### config.mk
export PLATFORM = sky130hd
export DESIGN_NAME = irq_prio_ctrl
export DESIGN_NICKNAME = d
export VERILOG_FILES = /design/src/rtl/irq_pkg.sv /design/src/rtl/irq_src_bank.sv /design/src/rtl/irq_mask_reg.sv /design/src/rtl/irq_reg_guard.sv /design/src/rtl/irq_prio_enc.sv /design/src/rtl/irq_prio_ctrl.sv
export SDC_FILE = /design/constraint.sdc
export NUM_CORES = 1
export LEC_CHECK = 0
export ABC_CLOCK_PERIOD_IN_PS = 4190
export BUFFER_PORTS_ARGS = -buffer_cell sky130_fd_sc_hd__buf_4
export CAP_MARGIN = 5
export CORE_AREA = 3 3 96 98
export CTS_CLUSTER_DIAMETER = 150
export DETAILED_ROUTE_END_ITERATION = 10
export DIE_AREA = 0 0 99 101
export HOLD_SLACK_MARGIN = 0.15
export PLACE_DENSITY_LB_ADDON = 0.1
export REMOVE_ABC_BUFFERS = 1
export SLEW_MARGIN = 5
export SYNTH_ARGS = -nofsm -noshare
export SYNTH_HDL_FRONTEND = slang
export SYNTH_SLANG_ARGS = --single-unit
### constraint.sdc
create_clock -name clk -period 4.19 [get_ports clk]
set_clock_uncertainty 0.15 [all_clocks]
set_input_delay 0.2095 -clock clk [delete_from_list [all_inputs] [get_ports clk]]
set_output_delay 0.2095 -clock clk [all_outputs]
set_load 0.03 [all_outputs]
### src/rtl/irq_pkg.sv
package irq_pkg;

    typedef enum logic [1:0] {
        SEL_PEND = 2'd0,
        SEL_MASK = 2'd1,
        SEL_CLR  = 2'd2,
        SEL_FRC  = 2'd3
    } reg_sel_e;

endpackage

### src/rtl/irq_src_bank.sv
module irq_src_bank #(
    parameter int NLEVELS = 15
) (
    input  logic               clk,
    input  logic               rst_n,
    input  logic [NLEVELS:1]   set_in,
    input  logic [NLEVELS:1]   clr_in,
    input  logic [NLEVELS:1]   ack_in,
    input  logic               test_en,
    input  logic               frc_we,
    input  logic [NLEVELS:1]   frc_wdata,
    output logic [NLEVELS:1]   pend_q,
    output logic [NLEVELS:1]   frc_q
);

    logic [NLEVELS:1] pend_d;
    logic [NLEVELS:1] frc_d;

    // Per-level next-state: a new pulse beats any removal in the same cycle
    generate
        for (genvar n = 1; n <= NLEVELS; n++) begin : g_lvl
            logic ack_hits_frc;
            logic ack_hits_pend;
            assign ack_hits_frc  = ack_in[n] & test_en & frc_q[n];
            assign ack_hits_pend = ack_in[n] & ~ack_hits_frc;
            assign pend_d[n] = set_in[n] | (pend_q[n] & ~clr_in[n] & ~ack_hits_pend);
            assign frc_d[n]  = frc_we ? frc_wdata[n] : (frc_q[n] & ~ack_hits_frc);
        end
    endgenerate

    always_ff @(posedge clk or negedge rst_n) begin
        if (!rst_n) begin
            pend_q <= '0;
            frc_q  <= '0;
        end else begin
            pend_q <= pend_d;
            frc_q  <= frc_d;
        end
    end

endmodule

### src/rtl/irq_mask_reg.sv
module irq_mask_reg #(
    parameter int NLEVELS = 15
) (
    input  logic                 clk,
    input  logic                 rst_n,
    input  logic                 we,
    input  logic [NLEVELS-1:1]   wdata,
    output logic [NLEVELS-1:1]   mask_q
);

    always_ff @(posedge clk or negedge rst_n) begin
        if (!rst_n) begin
            mask_q <= '1;
        end else if (we) begin
            mask_q <= wdata;
        end
    end

endmodule

### src/rtl/irq_reg_guard.sv
module irq_reg_guard
    import irq_pkg::*;
#(
    parameter int NLEVELS = 15,
    parameter int DATA_W  = 32
) (
    input  logic               clk,
    input  logic               rst_n,
    input  logic               reg_wr,
    input  reg_sel_e           sel,
    input  logic [DATA_W-1:0]  reg_wdata,
    output logic               par_err
);

    // Bit 0 and every bit above 'top' has no storage behind it
    function automatic logic [DATA_W-1:0] rsv_map(input int top);
        logic [DATA_W-1:0] r;
        for (int b = 0; b < DATA_W; b++) begin
            r[b] = (b == 0) || (b > top);
        end
        return r;
    endfunction

    localparam logic [DATA_W-1:0] RSV_CF = rsv_map(NLEVELS);
    localparam logic [DATA_W-1:0] RSV_MK = rsv_map(NLEVELS - 1);

    logic err_d;

    always_comb begin
        err_d = 1'b0;
        if (reg_wr) begin
            unique case (sel)
                SEL_CLR,
                SEL_FRC:  err_d = |(reg_wdata & RSV_CF);
                SEL_MASK: err_d = |(reg_wdata & RSV_MK);
                SEL_PEND: err_d = 1'b0;
            endcase
        end
    end

    always_ff @(posedge clk or negedge rst_n) begin
        if (!rst_n) begin
            par_err <= 1'b0;
        end else begin
            par_err <= err_d;
        end
    end

endmodule

### src/rtl/irq_prio_enc.sv
module irq_prio_enc #(
    parameter int NLEVELS = 15,
    parameter int LVL_W   = $clog2(NLEVELS + 1)
) (
    input  logic [NLEVELS:1]     pend,
    input  logic [NLEVELS:1]     frc,
    input  logic [NLEVELS-1:1]   mask,
    input  logic                 test_en,
    output logic [LVL_W-1:0]     level
);

    logic [NLEVELS:1] active;

    // The top level has no mask bit
    assign active = (pend | (frc & {NLEVELS{test_en}})) & ~{1'b0, mask};

    // Ascending scan: the last hit, the highest level, wins
    always_comb begin
        level = '0;
        for (int i = 1; i <= NLEVELS; i++) begin
            if (active[i]) begin
                level = LVL_W'(i);
            end
        end
    end

endmodule

### src/rtl/irq_prio_ctrl.sv
module irq_prio_ctrl
    import irq_pkg::*;
#(
    parameter int NLEVELS = 15,
    parameter int DATA_W  = 32,
    localparam int LVL_W  = $clog2(NLEVELS + 1)
) (
    input  logic                 clk,
    input  logic                 rst_n,
    input  logic [NLEVELS:1]     irq_in,
    input  logic                 test_en,
    input  logic                 reg_wr,
    input  logic [1:0]           reg_sel,
    input  logic [DATA_W-1:0]    reg_wdata,
    output logic [DATA_W-1:0]    reg_rdata,
    input  logic                 ack_valid,
    input  logic [LVL_W-1:0]     ack_level,
    output logic [LVL_W-1:0]     irq_level,
    output logic                 par_err
);

    reg_sel_e            sel;
    logic [NLEVELS:1]    ack_vec;
    logic [NLEVELS:1]    clr_vec;
    logic                frc_we;
    logic                mask_we;
    logic [NLEVELS:1]    pend_q;
    logic [NLEVELS:1]    frc_q;
    logic [NLEVELS-1:1]  mask_q;

    assign sel = reg_sel_e'(reg_sel);

    // Decode the acknowledged level into a one-hot vector
    generate
        for (genvar n = 1; n <= NLEVELS; n++) begin : g_ack
            assign ack_vec[n] = ack_valid && (ack_level == LVL_W'(n));
        end
    endgenerate

    assign clr_vec = (reg_wr && sel == SEL_CLR) ? reg_wdata[NLEVELS:1] : '0;
    assign frc_we  = reg_wr && (sel == SEL_FRC) && test_en;
    assign mask_we = reg_wr && (sel == SEL_MASK);

    irq_src_bank #(.NLEVELS(NLEVELS)) u_bank (
        .clk       (clk),
        .rst_n     (rst_n),
        .set_in    (irq_in),
        .clr_in    (clr_vec),
        .ack_in    (ack_vec),
        .test_en   (test_en),
        .frc_we    (frc_we),
        .frc_wdata (reg_wdata[NLEVELS:1]),
        .pend_q    (pend_q),
        .frc_q     (frc_q)
    );

    irq_mask_reg #(.NLEVELS(NLEVELS)) u_mask (
        .clk    (clk),
        .rst_n  (rst_n),
        .we     (mask_we),
        .wdata  (reg_wdata[NLEVELS-1:1]),
        .mask_q (mask_q)
    );

    irq_reg_guard #(.NLEVELS(NLEVELS), .DATA_W(DATA_W)) u_guard (
        .clk       (clk),
        .rst_n     (rst_n),
        .reg_wr    (reg_wr),
        .sel       (sel),
        .reg_wdata (reg_wdata),
        .par_err   (par_err)
    );

    irq_prio_enc #(.NLEVELS(NLEVELS), .LVL_W(LVL_W)) u_enc (
        .pend    (pend_q),
        .frc     (frc_q),
        .mask    (mask_q),
        .test_en (test_en),
        .level   (irq_level)
    );

    always_comb begin
        reg_rdata = '0;
        unique case (sel)
            SEL_PEND: reg_rdata[NLEVELS:1]   = pend_q;
            SEL_MASK: reg_rdata[NLEVELS-1:1] = mask_q;
            SEL_CLR:  reg_rdata              = '0;
            SEL_FRC:  reg_rdata[NLEVELS:1]   = frc_q;
        endcase
    end

endmodule

==> key figures, run 1 <==
Status
  – Outcome: completed

Yosys
  – YS warnings: 0
  – Synthesized area per cell: 8.57 µm²
  – Cell type with the largest total area after synthesis: dfrtp_1
  – Cell variety after synth: 40
  – Seq cells post-synth: 45
  – Cells after Synth: 324
  – Post-Syn Area: 2780 µm²
  – Register area share after synthesis: 41.2%
  – Top post-synthesis cells by area: dfrtp_1 28%, dfstp_2 13%, nand2_1 8.7%
  – Top-area cell type share of the netlist area: 27.9%

Finish
  – Post-Route Utilization: 45.9%
  – Commonest cells after routing, fill and taps aside: 77 x buf_4, 64 x nand2_1, 49 x dlygate4sd3_1
  – Fin cells: 550
  – Filler instances: 876
  – Nets@finish: 503
  – Area delta synth->final: 41.4%
  – Final Cell Area: 3930 µm²
  – Share of layout cells above drive strength 1: 29.9%
  – Most common cell after layout, fill and taps aside: buf_4
  – Final antenna diode count: 0

STA
  – Worst-Margin Slew: 1030 ps
  – Setup TNS: 0 ps
  – Final Hold Fails: 0
  – RSZ-0062 raised after global routing: no
  – Endpoints failing setup: 0
  – Max_slew headroom: 31.5%
  – Final period utilization: 63.0%
  – Max Freq: 379 MHz
  – Minimum clock period after layout: 2640 ps
  – Fin. max-slew vios: 0

Critical path
  – Worst EP required: 4220 ps
  – Critical setup path kind: in2reg
  – Worst-path maximum fanout: 17
  – Crit-path cells: buf_4, inv_1, ha_1, a211oi_1, nand4_1, nor4_1, dlygate4sd3_1, nor2_1, dlygate4sd3_1
  – Arrival time worst endpoint: 2670 ps
  – Critical path's slowest cell: dlygate4sd3_1
  – Most common cell on crit path: dlygate4sd3_1
  – Worst setup SP type: input pin
  – Setup crit end kind: register
  – Crit path largest cell delay: 580 ps

Min path
  – Hold Path Class: in2reg

Route
  – Vias: 2,791
  – WL/cell: 16.7 µm
  – Via density: 5.07
  – Routed wire length: 9170 µm
  – DRC viols: 0
  – 1st-pass router iterations: 4
  – First DRT Iteration DRCs: 99
  – Final antenna-violating net count: 0

CTS
  – Post-CTS sizing: 0
  – CTS root buffer: clkbuf_8
  – Sink count of the clock tree: 45
  – CTS HTree Levels: 2
  – Worst skew pair latency: 290 ps
  – Post-CTS setup buffers: 0
  – CTS max path bufs: 2
  – Num CTS Buffers: 5
  – Clk slew on worst S/H paths: 80 ps
  – CTS tree: built

Place
  – Placed instance count: 493
  – Port Buffers: 77
  – Post-DP HPWL: 6420 µm
  – Area after DPL: 3350 µm²
  – Gpl congestion: 0.865

Job
  – MaxCap Viol Count: 0

Pwr
  – Leak pwr: 1.56 nW
  – Power per cell area: 308 nW/µm²
  – Peak VDD IR: 0.172 mV

Global route
  – GRT overflow: 0
  – M1 GR Usage: 24.6%
  – Layer with the highest usage: met2
  – Pin count of the biggest net entering global routing: 46
  – Vias in the first global route: 2,736
  – Antenna violations before repair: 0
  – Met2 usage: 31.3%
  – Met3 usage in global routing: 2.84%
  – First-pass GRT wire length: 14,400 µm
  – Tot GR Track Use: 18.2%

Die
  – Starting Density: 32.5%
  – Die area: 10000 µm²
  – Core area: 8550 µm²
  – Die X-Extent: 99 µm
  – IO Pins: 95
  – Placement Rows: 34
  – Die Span Y: 101 µm
==> cell type report <==
class / instances / area (µm²) / area share (%)
flip-flops and latches: 45 / 1140 / 29.1
multi-input cells: 258 / 1480 / 37.7
inverters: 5 / 18.8 / 0.478
clock buffers: 8 / 80.1 / 2.04
well taps: 108 / 135 / 3.44
repair buffers: 126 / 1070 / 27.2
==> worst paths after layout <==
path	startpoint	end	slack (ps)	cells past startpoint
setup / recovery	reg_sel[1]	u_guard.par_err	1550	9
setup reg to reg	u_bank.frc_q[1]	u_bank.pend_q[1]	2380	4
hold / removal	ack_level[2]	u_bank.frc_q[3]	280	4
hold reg to reg	u_bank.frc_q[7]	u_bank.frc_q[7]	440	2
max in group asynchronous	rst_n	u_bank.pend_q[14]	3180	2
min in group asynchronous	rst_n	u_bank.frc_q[1]	310	2
==> synthesized netlist by cell type <==
master	instances
a2111oi_2	1
a211oi_1	3
a21o_1	1
a21oi_1	13
a21oi_2	2
a22oi_1	15
a31o_2	15
and2_1	2
and3_1	2
and3b_1	1
buf_2	3
buf_4	17
buf_6	1
clkbuf_1	11
conb_1	1
dfrtp_1	31
dfstp_2	14
ha_1	4
inv_1	5
mux2_2	14
nand2_1	64
nand3_1	13
nand3b_1	2
nand4_1	5
nor2_1	16
nor2b_1	2
nor3_1	1
nor3b_1	1
nor4_1	5
o21ai_0	47
o221ai_1	1
o221ai_2	1
o22a_1	1
o22ai_1	2
o311ai_0	1
o31ai_1	1
o32a_1	1
or2_2	2
or3_1	1
or3b_2	1
==> critical path: cells and delay by family <==
kind / cells / cell delay, ps
buf+inv: 4 / 1270
compound gates: 1 / 370
simple gates: 3 / 400
fa+ha+maj: 1 / 420
==> stage by stage <==
step	setup WS [ps]	hold WS [ps]	power [mW]
6_report	1550	283	1.21
5_1_grt	1410	294	1.29
3_3_place_gp	1850	119	0.913
2_1_floorplan	2270	-236	0.768
4_1_cts	1630	263	1.22
3_5_place_dp	1770	108	0.918
==> routing by layer <==
layer / part of all wire (%) / wire length, µm / up-vias
li1: - / - / 1370
met1: 45 / 4100 / 1351
met2: 50 / 4590 / 64
met3: 4.7 / 429 / 6
met4: 0.48 / 44 / 0
met5: 0 / 0 / -
==> state kept, by name, indices dropped and copies added, names as in the netlist <==
name,count
u_guard.par_err,1
u_mask.mask_q,14
u_bank.pend_q,15
u_bank.frc_q,15
==> repair_timing <==
action | CTS | global route
hold buffers | 49 | 0
setup endpoints to repair | 0 | 0
endpoints found under the hold margin | 76 | 0
==> where the power goes <==
group	switching (mW)	internal [mW]	leakage [nW]
clock network	0.143	0.119	0.0395
logic	0.204	0.169	1.03
registers	0.0588	0.514	0.490
total	0.406	0.802	1.56
==> logic make-up after synthesis <==
group	after synthesis	synth area share, %
and+or+nand+nor	118	19.1
AOI/OAI and AO/OA	105	24.4
other	1	0.135
DFF	45	41.2
buffers and inverters	37	7.71
muxes	14	5.68
adders and majority gates	4	1.80
Note: power is estimated with default switching activity, not from simulation.
==> inputs of run 2 (changes only) <==
--- a/config.mk
+++ b/config.mk
@@ -5,7 +5,7 @@
 export SDC_FILE = /design/constraint.sdc
 export NUM_CORES = 1
 export LEC_CHECK = 0
-export ABC_CLOCK_PERIOD_IN_PS = 4190
+export ABC_CLOCK_PERIOD_IN_PS = 2600
 export BUFFER_PORTS_ARGS = -buffer_cell sky130_fd_sc_hd__buf_4
 export CAP_MARGIN = 5
 export CORE_AREA = 3 3 96 98
==> constraint.sdc (replaced) <==
create_clock -name clk -period 2.6 [get_ports clk]
set_clock_uncertainty 0.15 [all_clocks]
set_input_delay 0.13 -clock clk [delete_from_list [all_inputs] [get_ports clk]]
set_output_delay 0.13 -clock clk [all_outputs]
set_load 0.03 [all_outputs]
==> key figures, run 2 (synthesis gave the netlist of run 1 again) <==
CTS
  – Sink count of the clock tree: 45
  – Num CTS Buffers: 5
  – CTS root buffer: clkbuf_8
  – Clk slew on worst S/H paths: 90 ps
  – Post-CTS setup buffers: 0
  – CTS tree: built
  – CTS max path bufs: 2
  – Worst skew pair latency: 300 ps
  – CTS HTree Levels: 2

Route
  – Vias: 2,802
  – DRC viols: 0
  – Routed wire length: 9270 µm
  – Final antenna-violating net count: 0
  – First DRT Iteration DRCs: 107
  – Via density: 5.04
  – WL/cell: 16.7 µm
  – 1st-pass router iterations: 4

Finish
  – Biggest regs: u_bank.frc_q x15, u_bank.pend_q x15, u_mask.mask_q x14
  – Final antenna diode count: 0
  – Most common cell after layout, fill and taps aside: buf_4
  – Fin cells: 556
  – Share of layout cells above drive strength 1: 31.7%
  – Final Cell Area: 4000 µm²
  – Commonest cells after routing, fill and taps aside: 84 x buf_4, 64 x nand2_1, 49 x dlygate4sd3_1
  – Nets@finish: 510
  – Area delta synth->final: 44.2%

STA
  – Endpoints failing setup: 0
  – Fin. max-slew vios: 0
  – Max_slew headroom: 51.6%
  – Minimum clock period after layout: 2460 ps
  – Max Freq: 407 MHz
  – RSZ-0062 raised after global routing: no
  – Final period utilization: 94.5%
  – Final Hold Fails: 0
  – Worst-Margin Slew: 726 ps
  – Setup TNS: 0 ps

Global route
  – M1 GR Usage: 24.1%
  – GRT overflow: 0
  – Pin count of the biggest net entering global routing: 46
  – First-pass GRT wire length: 15,100 µm
  – Met2 usage: 34.2%
  – Vias in the first global route: 2,926
  – Antenna violations before repair: 0
  – Met3 usage in global routing: 3.25%
  – Tot GR Track Use: 19.1%
  – Layer with the highest usage: met2

Critical path
  – Worst setup SP type: input pin
  – Setup crit end kind: register
  – Worst-path maximum fanout: 3
  – Critical setup path kind: in2reg
  – Arrival time worst endpoint: 2500 ps
  – Worst EP required: 2640 ps

Job
  – MaxCap Viol Count: 0

Die
  – Die X-Extent: 99 µm
  – Core area: 8550 µm²
  – Die area: 10000 µm²
  – Die Span Y: 101 µm
  – Starting Density: 32.5%
  – IO Pins: 95
  – Placement Rows: 34

Place
  – Gpl congestion: 0.805
  – Post-DP HPWL: 6550 µm
  – Area after DPL: 3410 µm²
  – Placed instance count: 500
  – Port Buffers: 77

Pwr
  – Power per cell area: 514 nW/µm²
  – Total power: 2.06 mW
  – Leak pwr: 1.61 nW
  – Peak VDD IR: 0.244 mV

Min path
  – Hold Path Class: in2reg

Status
  – Outcome: completed
-- run 2: cell types whose count changed in the layout (fill, tap and decap cells not counted) --
cell       delta
clkbuf_1      -3
ha_2          +1
bufinv_16     +1
buf_4         +7
ha_1          -1
clkinv_2      +1
-- run 2: metal layers --
layer | part of all wire [%] | wire length, µm
met1 | 43 | 3950
met2 | 51 | 4690
met3 | 5.6 | 517
met4 | 1.1 | 106
met5 | 0 | 0
-- run 2: path summary, 6_finish.rpt --
| path | startpoint | endpoint | slack (ps) | cells past startpoint |
|---|---|---|---|---|
| max | reg_wdata[15] | u_guard.par_err | 140 | 8 |
| min | ack_level[2] | u_bank.frc_q[1] | 160 | 4 |
| max reg2reg | u_bank.frc_q[1] | u_bank.pend_q[1] | 760 | 4 |
| min reg2reg | u_bank.frc_q[14] | u_bank.frc_q[14] | 440 | 2 |
| max in group asynchronous | rst_n | u_bank.frc_q[4] | 1650 | 2 |
| min in group asynchronous | rst_n | u_bank.pend_q[1] | 220 | 2 |
-- run 2: power breakdown --
part	internal [mW]	total [mW]	switching (mW)
combinational	0.277	0.605	0.328
sequential	0.828	0.923	0.0943
clock	0.280	0.530	0.250
total	1.39	2.06	0.673
-- run 2: worst max-delay path: stages --
cell and delay [ps]:
dlygate4sd3_1 540, buf_4 140, a211oi_1 210, nand4_1 130
nor4_1 170, dlygate4sd3_1 580, nor2_1 40, dlygate4sd3_1 550
-- run 2: final cells by class --
class | instances | area, µm²
clock buffer | 5 | 68.8
clock inverter | 2 | 35.0
fill | 868 | 4550
inverter | 5 | 18.8
multi-input combinational | 258 | 1480
sequential | 45 | 1140
tap | 108 | 135
timing repair buffer | 133 | 1120
-- run 2: what timing repair did --
item	4_1_cts	5_1_grt
setup endpoints to repair	0	1
resized for setup	0	1
endpoints found under the hold margin	90	0
hold buffers	49	0
-- run 2: per-stage QoR --
stage               hold WS (ps)  util [%]  worst slack [ps]
finish                       163      46.8               144
global route                 180      46.8              55.8
CTS                          161      46.8              88.8
detailed placement          34.4      39.8               679
global placement            41.7      39.8               717
floorplan                   -316         -               757
==> inputs of run 3 (changes only) <==
--- a/config.mk
+++ b/config.mk
@@ -8,10 +8,10 @@
 export ABC_CLOCK_PERIOD_IN_PS = 2600
 export BUFFER_PORTS_ARGS = -buffer_cell sky130_fd_sc_hd__buf_4
 export CAP_MARGIN = 5
-export CORE_AREA = 3 3 96 98
+export CORE_AREA = 3 3 88 90
 export CTS_CLUSTER_DIAMETER = 150
 export DETAILED_ROUTE_END_ITERATION = 10
-export DIE_AREA = 0 0 99 101
+export DIE_AREA = 0 0 91 93
 export HOLD_SLACK_MARGIN = 0.15
 export PLACE_DENSITY_LB_ADDON = 0.1
 export REMOVE_ABC_BUFFERS = 1
==> key figures, run 3 (synthesis gave the netlist of run 1 again) <==
Status
  – Outcome: completed

Critical path
  – Critical path's slowest cell: dlygate4sd3_1
  – CP Launch Point: reg_wdata[15]
  – Crit-path cells: dlygate4sd3_1, buf_4, a211oi_1, nand4_1, nor4_2, dlygate4sd3_1, nor2_1, dlygate4sd3_1
  – Worst-path maximum fanout: 3
  – Crit path largest cell delay: 570 ps
  – FF-to-FF setup slack: 780 ps
  – Reg2reg end: u_bank.pend_q[1]
  – Setup crit end kind: register
  – Arrival time worst endpoint: 2450 ps
  – Worst EP required: 2630 ps
  – Worst R2R Path Depth: 4
  – Worst setup SP type: input pin
  – Critical Path End: u_guard.par_err
  – Critical setup path kind: in2reg
  – FF-to-FF Start: u_bank.frc_q[1]
  – Most common cell on crit path: dlygate4sd3_1

Pwr
  – Total power: 1.97 mW
  – Leak pwr: 1.59 nW
  – Peak VDD IR: 0.302 mV
  – Power per cell area: 496 nW/µm²

Min path
  – Hold Path Class: in2reg

Place
  – DP Worst Slack: 648 ps
  – Area after DPL: 3390 µm²
  – Gpl congestion: 0.893
  – Placed instance count: 490
  – Post-DP HPWL: 6160 µm
  – Port Buffers: 77

STA
  – RSZ-0062 raised after global routing: no
  – Minimum clock period after layout: 2410 ps
  – Final period utilization: 92.8%
  – Max_slew headroom: 49.5%
  – Endpoints failing setup: 0
  – Final Hold Fails: 0
  – WHS: 176 ps
  – Worst-Margin Slew: 758 ps
  – Max Freq: 415 MHz
  – Fin. max-slew vios: 0
  – Setup TNS: 0 ps
  – Post-route setup slack: 188 ps

Global route
  – First-pass GRT wire length: 14,700 µm
  – Antenna violations before repair: 0
  – Tot GR Track Use: 21.7%
  – Pin count of the biggest net entering global routing: 46
  – GRT overflow: 0
  – Vias in the first global route: 2,923

Finish
  – Nets@finish: 509
  – Share of layout cells above drive strength 1: 31.5%
  – Commonest cells after routing, fill and taps aside: 83 x buf_4, 64 x nand2_1, 49 x dlygate4sd3_1
  – Footprint of the multi-input gates: 1490 µm²
  – Most common cell after layout, fill and taps aside: buf_4
  – Area delta synth->final: 43.1%
  – Filler instances: 709
  – Fin cells: 546
  – Biggest regs: u_bank.frc_q x15, u_bank.pend_q x15, u_mask.mask_q x14
  – Sequential cell area: 1140 µm²
  – Final antenna diode count: 0
  – Post-Route Utilization: 55.7%
  – Final Cell Area: 3970 µm²

CTS
  – CTS HTree Levels: 2
  – Num CTS Buffers: 5
  – Clk slew on worst S/H paths: 80 ps
  – CTS max path bufs: 2
  – CTS tree: built
  – Sink count of the clock tree: 45
  – CTS root buffer: clkbuf_8
  – Worst skew pair latency: 290 ps

Route
  – Final antenna-violating net count: 0
  – Vias: 2,857
  – WL/cell: 16.3 µm
  – Via density: 5.23
  – DRC viols: 0
  – Routed wire length: 8920 µm
  – 1st-pass router iterations: 5
  – First DRT Iteration DRCs: 112

Die
  – Die X-Extent: 91 µm
  – Placement Rows: 31
  – Die area: 8460 µm²
  – Die Span Y: 93 µm
  – IO Pins: 95
  – Core area: 7140 µm²
  – Starting Density: 38.9%

Job
  – MaxCap Viol Count: 0
-- run 3: cell count changes in the layout (fill, tap and decap cells not counted), sizes merged --
cell and delta:
buf -1, bufinv -1, clkbuf +2, clkinv -1
-- run 3: how the worst min path moves through the flow --
stage | from | end | slack, ps | cells after the start
finish | ack_level[2] | u_bank.frc_q[3] | 180 | 4
global route | ack_level[3] | u_bank.frc_q[4] | 240 | 4
CTS | ack_level[2] | u_bank.frc_q[1] | 160 | 4
detailed placement | rst_n | u_bank.frc_q[2] | 20 | 1
global placement | rst_n | u_bank.pend_q[1] | 30 | 1
floorplan | rst_n | u_bank.frc_q[10] | -320 | 0
-- run 3: area by class of cell --
cell class / instances / area share [%]
flip-flops and latches: 45 / 28.8
well taps: 99 / 3.12
repair buffers: 132 / 28.0
multi-input cells: 258 / 37.4
clock buffers: 7 / 2.17
inverters: 5 / 0.472
-- run 3: what timing repair did --
item / in CTS / in global routing
hold endpoints to repair: 90 / 0
hold buffers: 49 / 0
setup endpoints to repair: 0 / 1
resized for setup: 0 / 2
setup buffers: 0 / 0
-- run 3: critical path: cells and delay by family --
kind,cells,cell delay [ps]
AO/OA/AOI/OAI,1,200
buffers and inverters,4,1790
AND/OR/NAND/NOR,3,310
-- run 3: where the power goes --
| group | switching [mW] | internal (mW) |
|---|---|---|
| combinational | 0.325 | 0.277 |
| clock | 0.231 | 0.211 |
| sequential | 0.0972 | 0.829 |
-- run 3: routing by layer --
layer / GRT usage, % / vias up / part of all wire [%]
met5: 0 / - / 0
met4: 6.78 / 0 / 2.2
met3: 3.94 / 16 / 4.9
met2: 36.8 / 94 / 49
met1: 28.2 / 1363 / 43
li1: - / 1384 / -
